**src/rtl/rsc_pkg.sv**
```systemverilog
package rsc_pkg;
  localparam int unsigned SIG_W = 16;
  localparam logic [SIG_W-1:0] TAP_MASK  = 16'h8016; // bits 15,4,2,1
  localparam logic [SIG_W-1:0] INIT_WORD = 16'hFFFF;

  typedef enum logic [2:0] {
    ST_IDLE, ST_SEED, ST_RUN, ST_DRAIN, ST_SELF
  } seq_st_e;

  typedef enum logic [2:0] {
    OP_HOLD, OP_INIT, OP_SEED, OP_DATA, OP_SELF
  } misr_op_e;
endpackage

```
**src/rtl/rsc_misr.sv**
```systemverilog
module rsc_misr
  import rsc_pkg::*;
#(
  parameter int unsigned W = SIG_W
) (
  input  logic         clk,
  input  misr_op_e     op,
  input  logic [W-1:0] din,
  output logic [W-1:0] q,
  output logic [W-1:0] q_next
);
  logic [W-1:0] q_r;
  logic [W-1:0] fold_in;
  logic [W-1:0] stepped;
  logic         fb;

  // select the word to fold: constant, memory word or own value
  always_comb begin
    case (op)
      OP_SEED: fold_in = INIT_WORD;
      OP_SELF: fold_in = q_r;
      default: fold_in = din;
    endcase
  end

  assign fb = ^(q_r & TAP_MASK);

  // one stage per bit: shift left, feedback into bit 0, xor data
  for (genvar i = 0; i < int'(W); i++) begin : g_stage
    if (i == 0) begin : g_head
      assign stepped[i] = fb ^ fold_in[i];
    end else begin : g_body
      assign stepped[i] = q_r[i-1] ^ fold_in[i];
    end
  end

  always_comb begin
    case (op)
      OP_HOLD: q_next = q_r;
      OP_INIT: q_next = INIT_WORD;
      default: q_next = stepped;
    endcase
  end

  always_ff @(posedge clk) q_r <= q_next;

  assign q = q_r;
endmodule

```
**src/rtl/rsc_walker.sv**
```systemverilog
module rsc_walker #(
  parameter int unsigned AW = 10
) (
  input  logic          clk,
  input  logic          rst,
  input  logic          load,
  input  logic          adv,
  input  logic [AW-1:0] lo,
  input  logic [AW-1:0] hi,
  output logic [AW-1:0] addr,
  output logic          last
);
  logic [AW-1:0] lo_q, hi_q, addr_q;
  logic          down_q;

  always_ff @(posedge clk) begin
    if (rst) begin
      lo_q   <= '0;
      hi_q   <= '0;
      addr_q <= '0;
      down_q <= 1'b0;
    end else if (load) begin
      lo_q   <= lo;
      hi_q   <= hi;
      addr_q <= lo;
      down_q <= 1'b0;
    end else if (adv) begin
      if (!down_q) begin
        // top reached: turn around, high address is issued again
        if (addr_q == hi_q) down_q <= 1'b1;
        else                addr_q <= addr_q + 1'b1;
      end else if (addr_q != lo_q) begin
        addr_q <= addr_q - 1'b1;
      end
    end
  end

  assign addr = addr_q;
  assign last = down_q && (addr_q == lo_q);
endmodule

```
**src/rtl/range_sig_comp.sv**
```systemverilog
module range_sig_comp
  import rsc_pkg::*;
#(
  parameter int unsigned AW = 10
) (
  input  logic          clk,
  input  logic          rst,
  input  logic          start,
  input  logic [AW-1:0] lo_addr,
  input  logic [AW-1:0] hi_addr,
  output logic          busy,
  output logic          done,
  output logic [15:0]   sig_out,
  output logic          rd_en,
  input  logic          rd_rdy,
  output logic [AW-1:0] rd_addr,
  input  logic [15:0]   rd_data
);
  seq_st_e        st_q, st_d;
  misr_op_e       op;
  logic           accept;
  logic           pend_q;
  logic           walk_last;
  logic           in_seed;
  logic [SIG_W-1:0] misr_q, misr_d, sig_q;
  logic           done_q;

  assign rd_en   = (st_q == ST_RUN);
  assign accept  = rd_en && rd_rdy;
  assign in_seed = (st_q == ST_SEED);

  rsc_walker #(.AW(AW)) u_walk (
    .clk  (clk),
    .rst  (rst),
    .load (st_q == ST_IDLE && start),
    .adv  (accept),
    .lo   (lo_addr),
    .hi   (hi_addr),
    .addr (rd_addr),
    .last (walk_last)
  );

  rsc_misr #(.W(SIG_W)) u_misr (
    .clk    (clk),
    .op     (op),
    .din    (rd_data),
    .q      (misr_q),
    .q_next (misr_d)
  );

  always_comb begin
    st_d = st_q;
    op   = OP_HOLD;
    case (st_q)
      ST_IDLE: if (start) begin
        st_d = ST_SEED;
        op   = OP_INIT;
      end
      ST_SEED: begin
        op   = OP_SEED;
        st_d = ST_RUN;
      end
      ST_RUN: begin
        if (pend_q) op = OP_DATA;
        if (accept && walk_last) st_d = ST_DRAIN;
      end
      ST_DRAIN: begin
        if (pend_q) op = OP_DATA;
        st_d = ST_SELF;
      end
      ST_SELF: begin
        op   = OP_SELF;
        st_d = ST_IDLE;
      end
      default: st_d = ST_IDLE;
    endcase
  end

  always_ff @(posedge clk) begin
    if (rst) begin
      st_q   <= ST_IDLE;
      pend_q <= 1'b0;
      done_q <= 1'b0;
    end else begin
      st_q   <= st_d;
      pend_q <= accept;
      done_q <= (st_q == ST_SELF);
    end
  end

  // result register: no reset, written only on completion
  always_ff @(posedge clk) begin
    if (!rst && st_q == ST_SELF) sig_q <= misr_d;
  end

  assign busy    = (st_q != ST_IDLE);
  assign done    = done_q;
  assign sig_out = sig_q;
endmodule

```
**config.mk**
```make
export PLATFORM = sky130hd
export DESIGN_NAME = range_sig_comp
export DESIGN_NICKNAME = d
export VERILOG_FILES = /design/src/rtl/rsc_pkg.sv /design/src/rtl/rsc_misr.sv /design/src/rtl/rsc_walker.sv /design/src/rtl/range_sig_comp.sv
export SDC_FILE = /design/constraint.sdc
export NUM_CORES = 1
export LEC_CHECK = 0
export CORE_MARGIN = 5
export CORE_UTILIZATION = 35
export CTS_BUF_LIST = sky130_fd_sc_hd__clkbuf_8
export CTS_CLUSTER_SIZE = 16
export DETAILED_ROUTE_END_ITERATION = 8
export PLACE_DENSITY = 0.65
export SYNTH_ARGS = -nofsm -noshare
export SYNTH_HDL_FRONTEND = slang
export SYNTH_SLANG_ARGS = --single-unit
```
**constraint.sdc**
```tcl
create_clock -name clk -period 2.9 [get_ports clk]
set_clock_uncertainty 0.2 [all_clocks]
set_input_delay 0.29 -clock clk [delete_from_list [all_inputs] [get_ports clk]]
set_output_delay 0.29 -clock clk [all_outputs]
set_load 0.02 [all_outputs]
```
* Word-level counts from Yosys, hierarchy flattened
Index checks and enable logic that the tools add are counted.
** Word-level totals
- Bits in writable memories :: 0
- Flip-flop bits (word level) :: 68
- Bits in latches :: 0
- Memory bits (read-only) :: 0
- Output and inout bits :: 29
- Memories kept :: 0
- Word-level logic and storage cells :: 71
- Input port bits :: 40
** Cells by class
- Order comparisons :: 0
- Bitwise logic cells :: 16
- Reduce and logical (&&, ||, !) cells :: 15
- Multipliers :: 0
- $add $sub $neg :: 2
- Shifts and indexed selects :: 0
- Equality and inequality tests :: 14
- Multiplexer cells :: 15
- Div/mod/pow operators :: 0
** Operators with widths (number)
- 16-bit one-hot mux with 2 select lines :: 2
- 10-bit 2-to-1 mux :: 5
- 3-bit one-hot mux with 4 select lines :: 2
- 10-bit == test :: 2
- 16-bit XOR reduction :: 1
- 1-bit bitwise XOR :: 16
- 10-bit by 1-bit adder with 10-bit output (second input constant) :: 1
- 10-bit inequality test :: 1
- 10-bit by 1-bit subtractor with 10-bit output (second input constant) :: 1
- 3-bit by 2-bit == test with 1-bit output (second input constant) :: 3
- 3-bit by 1-bit == test with 1-bit output (second input constant) :: 2
- 3-bit == test (second input constant) :: 2
- 3-bit logical NOT :: 2
- 3-bit 2-to-1 mux :: 2
- 1-bit logical AND :: 5
- 2-bit OR reduction :: 2
- 1-bit 2-to-1 mux :: 3
- 3-bit by 1-bit inequality test with 1-bit output (second input constant) :: 1
- 3-bit by 2-bit inequality test with 1-bit output (second input constant) :: 1
- 3-bit AND reduction :: 1
- 3-bit nonzero test :: 1
- 2-bit 2-to-1 mux :: 1
- 2-bit by 1-bit inequality test with 1-bit output (second input constant) :: 1
- 2-bit inequality test (second input constant) :: 1
- other kinds (3) :: 3

* Longest topological paths before layout
Gate-level depths: netlist of the first run.
- Depth after elaboration :: 7
- Mapped depth :: 9
- Mapped depth without buffers :: 8

* Hierarchy
A second synthesis of the first run with hierarchy kept.
** Second synthesis, totals
- Cells, all modules :: 409
- Area, all modules :: 3896.2 sq um
** By module, submodules not included
- rsc_walker :: seq. area each 620.6 sq um, instances 1, area each 1866.8 sq um, cells each 214
- rsc_misr :: seq. area each 320.3 sq um, instances 1, area each 1288.7 sq um, cells each 151
- range_sig_comp :: seq. area each 580.6 sq um, instances 1, area each 740.7 sq um, cells each 44

* Least setup slack after synthesis of the first run
Ideal clock, no wire load.
- Path type :: reg2reg
- Start :: register u_walk.addr_q[0] (netlist: u_walk.addr[0])
- End :: register u_walk.addr_q[8] (netlist: u_walk.addr[8])
- Required time :: 2.614 ns
- Buffers on the path :: 0
- Stages on the path, launching flop included :: 9
- Arrival time :: 2.153 ns
- Clock period less this slack :: 2.438 ns
- Setup time :: 0.086 ns
- Slack :: 0.462 ns
- Cell sequence :: dfxtp_1 > inv_1 > fa_1 > nand2b_1 > a21oi_1 > o311a_1 > nor3_1 > or3b_1 > a211oi_1
** On the way
- Word-level cells in the longest chain between the ends :: 5
- Elaborated cells on any way between the ends :: 12
- Those cells by class :: add/sub: 2; eq/ne: 4; mux: 5; reduce/logical: 1
** RTL lines
- start, declared :: RTL line rsc_walker.sv:13 : logic [AW-1:0] lo_q, hi_q, addr_q;
- start signal, assigned :: RTL line rsc_walker.sv:25 : addr_q <= lo;
- start signal, assigned :: RTL line rsc_walker.sv:31 : else addr_q <= addr_q + 1'b1;
- start signal, assigned :: RTL line rsc_walker.sv:33 : addr_q <= addr_q - 1'b1;
- 10-bit by 1-bit adder with 10-bit output or 10-bit by 1-bit subtractor with 10-bit output (tied branches) :: RTL line rsc_walker.sv:31, rsc_walker.sv:33
- 10-bit 2-to-1 mux, on equally long branches :: RTL line rsc_walker.sv:30, rsc_walker.sv:32
- 10-bit 2-to-1 mux :: RTL line rsc_walker.sv:28 : if (!down_q) begin
- 10-bit 2-to-1 mux :: RTL line rsc_walker.sv:27 : end else if (adv) begin
- 10-bit 2-to-1 mux :: RTL line rsc_walker.sv:22 : end else if (load) begin
Parallel ways exist; a longest one is shown, timed or not. The select of a mux whose other input is x is not followed.
A chain may end at the register's enable or synchronous reset.

* Worst setup path in the final report of the first run
Ends and elaborated chain as after synthesis.

==> impl_metrics.json, run 1 <==
{
  "run_status": "finished clean",
  "remaining_drc_errors": 0,
  "synthDominantCellAreaShare": 0.3113,
  "fin_area_mm2": 0.004357,
  "cellLeakagePower_nw": 1.733,
  "grt_pass1_wl_mm": 13.59,
  "drt_pre_antenna_iters": 4,
  "wl_met3_um": 643,
  "tightest_slew_ps": 1183,
  "synth_sequential_area_ratio": 0.4549,
  "worstHoldStart": "u_walk.hi_q[3]$_SDFFE_PP0P_",
  "final.fill_count": 943,
  "cts.root.buffer_cell": "sky130_fd_sc_hd__clkbuf_8",
  "layout.nets": 486,
  "synth_edf_count": 16,
  "hpwlAfterDp_mm": 6.027,
  "worst_skew_pair.late_latency_ps": 350,
  "layout-drive-gt1-share": 0.06561,
  "finalWeightedCongestion": 0.8976,
  "synth.top_cells.by_area": "sky130_fd_sc_hd__dfxtp_1 31%, sky130_fd_sc_hd__edfxtp_1 14%, sky130_fd_sc_hd__nand2_1 9.0%",
  "die-area_mm2": 0.01161,
  "placement_rows": 35,
  "grt_max_degree": 24,
  "fp.dieW_um": 107.8,
  "synthesis.nets": 419,
  "layout_setup_ws_ps": 418.1,
  "vias": 2836,
  "finalHoldWorstSlack_ps": 268.3,
  "routedWlPerCell_um": 14.62,
  "max-clock-path-buffers": 2,
  "metal2_wl_mm": 3.926,
  "grt_pass1_vias": 2777,
  "placed_cells": 555,
  "r2r_setup_slack_ps": 420,
  "highest_layer_used_for_signal_routing": "met4",
  "met1_routed_wirelength_after_detailed_routing_mm": 3.692,
  "worstPathMaxFanout": 5,
  "ctsResizeCount": 0,
  "finalSetupTns_ps": 0,
  "maxSlewViolCount": 0,
  "mappedNetlistArea_mm2": 0.003344,
  "timing.critical_path.required_ps": 2960,
  "antenna_found_initial": 0,
  "max-cap-violations": 0,
  "place_area_mm2": 0.004149,
  "grt_overflow_total": 0,
  "mean_syn_cell_area_um2": 9.039,
  "antennaDiodeCount": 0,
  "seqCellArea_mm2": 0.001521,
  "cts.htree.levels": 3,
  "syn2layout_area_growth_pct": 30.27,
  "dominantRegCellSynth": "sky130_fd_sc_hd__dfxtp_1",
  "finish.cell_count_without_fillers": 571,
  "count_of_buffers_from_port_buffering": 68,
  "crit-reg2reg-launch": "u_walk.addr[0]$_SDFFE_PP0P_",
  "wirelength_mm": 8.347,
  "vias_per_cell": 4.967,
  "die_h_um": 107.8,
  "floorplan.initialDensity": 0.3602,
  "synth.most_common_cell": "sky130_fd_sc_hd__nand2_1",
  "antenna_viol_nets_final": 0,
  "coreArea_mm2": 0.009284,
  "crit_type": "reg2reg",
  "synth.ff_latch_count": 68,
  "arrival_time_reported_for_the_critical_path_endpoint_ps": 2550,
  "post-cts-setup-buffers": 0,
  "hold_end": "u_walk.hi_q[3]$_SDFFE_PP0P_",
  "preCtsSetupSlack_ps": 419.4,
  "timing.max_slew.rel_slack": 0.2085,
  "grt_setup_unrepaired": "no",
  "worstSetupEndpointType": "flip-flop",
  "worst_setup_hold_path_clk_slew_ps": 80,
  "postSynth.asyncResetShare": 0,
  "numClockSinks": 68,
  "finalSetupViolations": 0,
  "power-per-cell-area_mw_per_mm2": 589.6,
  "first_iter_violations": 156,
  "syn_inst": 370,
  "cts_buffers": 9,
  "r2r-end": "u_walk.addr[8]$_SDFFE_PP0P_",
  "hold_path_class": "reg2reg",
  "fmaxAchievable_mhz": 402.9,
  "multi_input_comb_area_mm2": 0.001695,
  "cts_tree": "yes",
  "post_cts_hold_buffer_count": 0,
  "hold-path-cell-count": 2,
  "final_hold_viol_count": 0,
  "groute.usage.overall": 0.1475,
  "min_period_over_period": 0.8558,
  "netlist.top_cell.by_area": "sky130_fd_sc_hd__dfxtp_1",
  "post_synth_num_cell_types": 42,
  "post_synth_most_frequent_cells": "80 x sky130_fd_sc_hd__nand2_1, 52 x sky130_fd_sc_hd__dfxtp_1, 27 x sky130_fd_sc_hd__a21oi_1, 27 x sky130_fd_sc_hd__xor2_1",
  "vdd.ir_drop.worst_v": 0.0003312,
  "yosys_warnings": 0,
  "finalWorstPathRequiredPeriod_ps": 2482,
  "worst_case_reg_to_reg_path_depth": 8,
  "boundaryPins": 69,
  "worstSetupStartpointType": "flip-flop"
}
[metal layers]
layer,vias up,global-route usage
li1,1419,-
met1,1320,0.1860
met2,88,0.2349
met3,9,0.05999
met4,0,0.03607
met5,-,0
[through the flow]
| step | utilization | power [W] |
|---|---|---|
| after floorplan | - | 0.001595 |
| after global placement | 0.4469 | 0.001771 |
| after detailed placement | 0.4469 | 0.001784 |
| after CTS | 0.4693 | 0.002596 |
| after global routing | 0.4693 | 0.002716 |
| final | 0.4693 | 0.002569 |
[registers in the layout (all words and copies together), names as in the netlist]
signal and flops:
done 1, pend_q 1, sig_out 16, st_q 3, u_misr.q 16, u_walk.addr 10
u_walk.down_q 1, u_walk.hi_q 10, u_walk.lo_q 10
[critical path, cell delays in order, from the launching register on]
cell	delay, ps
sky130_fd_sc_hd__dfxtp_1	440
sky130_fd_sc_hd__inv_1	130
sky130_fd_sc_hd__fa_1	460
sky130_fd_sc_hd__nand2b_1	180
sky130_fd_sc_hd__a21oi_1	210
sky130_fd_sc_hd__o311a_1	220
sky130_fd_sc_hd__nor3_1	40
sky130_fd_sc_hd__or3b_1	340
sky130_fd_sc_hd__a211oi_1	190
[cells in the final DEF (no fill, tap or decap), types with 9 or more instances in the layout]
cell | synthesis | final
sky130_fd_sc_hd__nand3_1 | 21 | 21
sky130_fd_sc_hd__a21oi_1 | 27 | 27
sky130_fd_sc_hd__nand2_1 | 80 | 80
sky130_fd_sc_hd__dfxtp_1 | 52 | 52
sky130_fd_sc_hd__clkbuf_8 | 0 | 9
sky130_fd_sc_hd__nor2_1 | 17 | 17
sky130_fd_sc_hd__edfxtp_1 | 16 | 16
sky130_fd_sc_hd__xnor2_1 | 21 | 21
sky130_fd_sc_hd__clkdlybuf4s50_1 | 0 | 68
sky130_fd_sc_hd__xor2_1 | 27 | 27
sky130_fd_sc_hd__a211oi_1 | 9 | 9
sky130_fd_sc_hd__o22a_1 | 16 | 16
[power breakdown]
group / internal, W / leakage, nW / switching [W]
Clock: 0.000411 / 0.102 / 0.000392
Combinational: 0.000291 / 1.06 / 0.000274
Sequential: 0.00109 / 0.570 / 0.000109
Total: 0.00179 / 1.73 / 0.000775
[final cells by class]
class,count,area share
tap,129,0.03705
clock inverter,7,0.01924
inverter,8,0.006893
multi-input combinational,274,0.3891
clock buffer,9,0.02843
timing repair buffer,76,0.1700
sequential,68,0.3492
[cells by family (layout without fill, tap and decap cells)]
| group | Yosys count | after routing | share of synthesized area |
|---|---|---|---|
| simple gates | 146 | 146 | 0.1949 |
| mux | 6 | 6 | 0.01796 |
| fa+ha+maj | 9 | 9 | 0.03592 |
| compound gates | 65 | 65 | 0.1324 |
| buf+inv | 28 | 100 | 0.03816 |
| flops | 68 | 68 | 0.4549 |
| xor+xnor | 48 | 48 | 0.1257 |
[worst max-delay path by stage]
| stage | from | endpoint | depth (start not counted) |
|---|---|---|---|
| 6_report | u_walk.addr[0]$_SDFFE_PP0P_ | u_walk.addr[8]$_SDFFE_PP0P_ | 8 |
| 5_1_grt | u_walk.addr[0]$_SDFFE_PP0P_ | u_walk.addr[8]$_SDFFE_PP0P_ | 8 |
| 4_1_cts | u_walk.addr[0]$_SDFFE_PP0P_ | u_walk.addr[8]$_SDFFE_PP0P_ | 8 |
| 3_5_place_dp | u_walk.addr[0]$_SDFFE_PP0P_ | u_walk.addr[8]$_SDFFE_PP0P_ | 8 |
| 3_3_place_gp | u_walk.addr[0]$_SDFFE_PP0P_ | u_walk.addr[8]$_SDFFE_PP0P_ | 8 |
| 2_1_floorplan | u_walk.addr[0]$_SDFFE_PP0P_ | u_walk.addr[8]$_SDFFE_PP0P_ | 8 |
(Power assumes the default switching activity.)
==> run 2: changes to the inputs <==
--- a/constraint.sdc
+++ b/constraint.sdc
@@ -4,2 +4,2 @@
 set_output_delay 0.29 -clock clk [all_outputs]
-set_load 0.02 [all_outputs]
+set_load 0.05 [all_outputs]
==> results of run 2 <==
Same layout as run 1 (identical final DEF). Status: finished clean.
Among the figures that moved: total power 0.002569 W -> 0.002609 W; worst IR drop on VDD 0.0003312 V -> 0.0003347 V
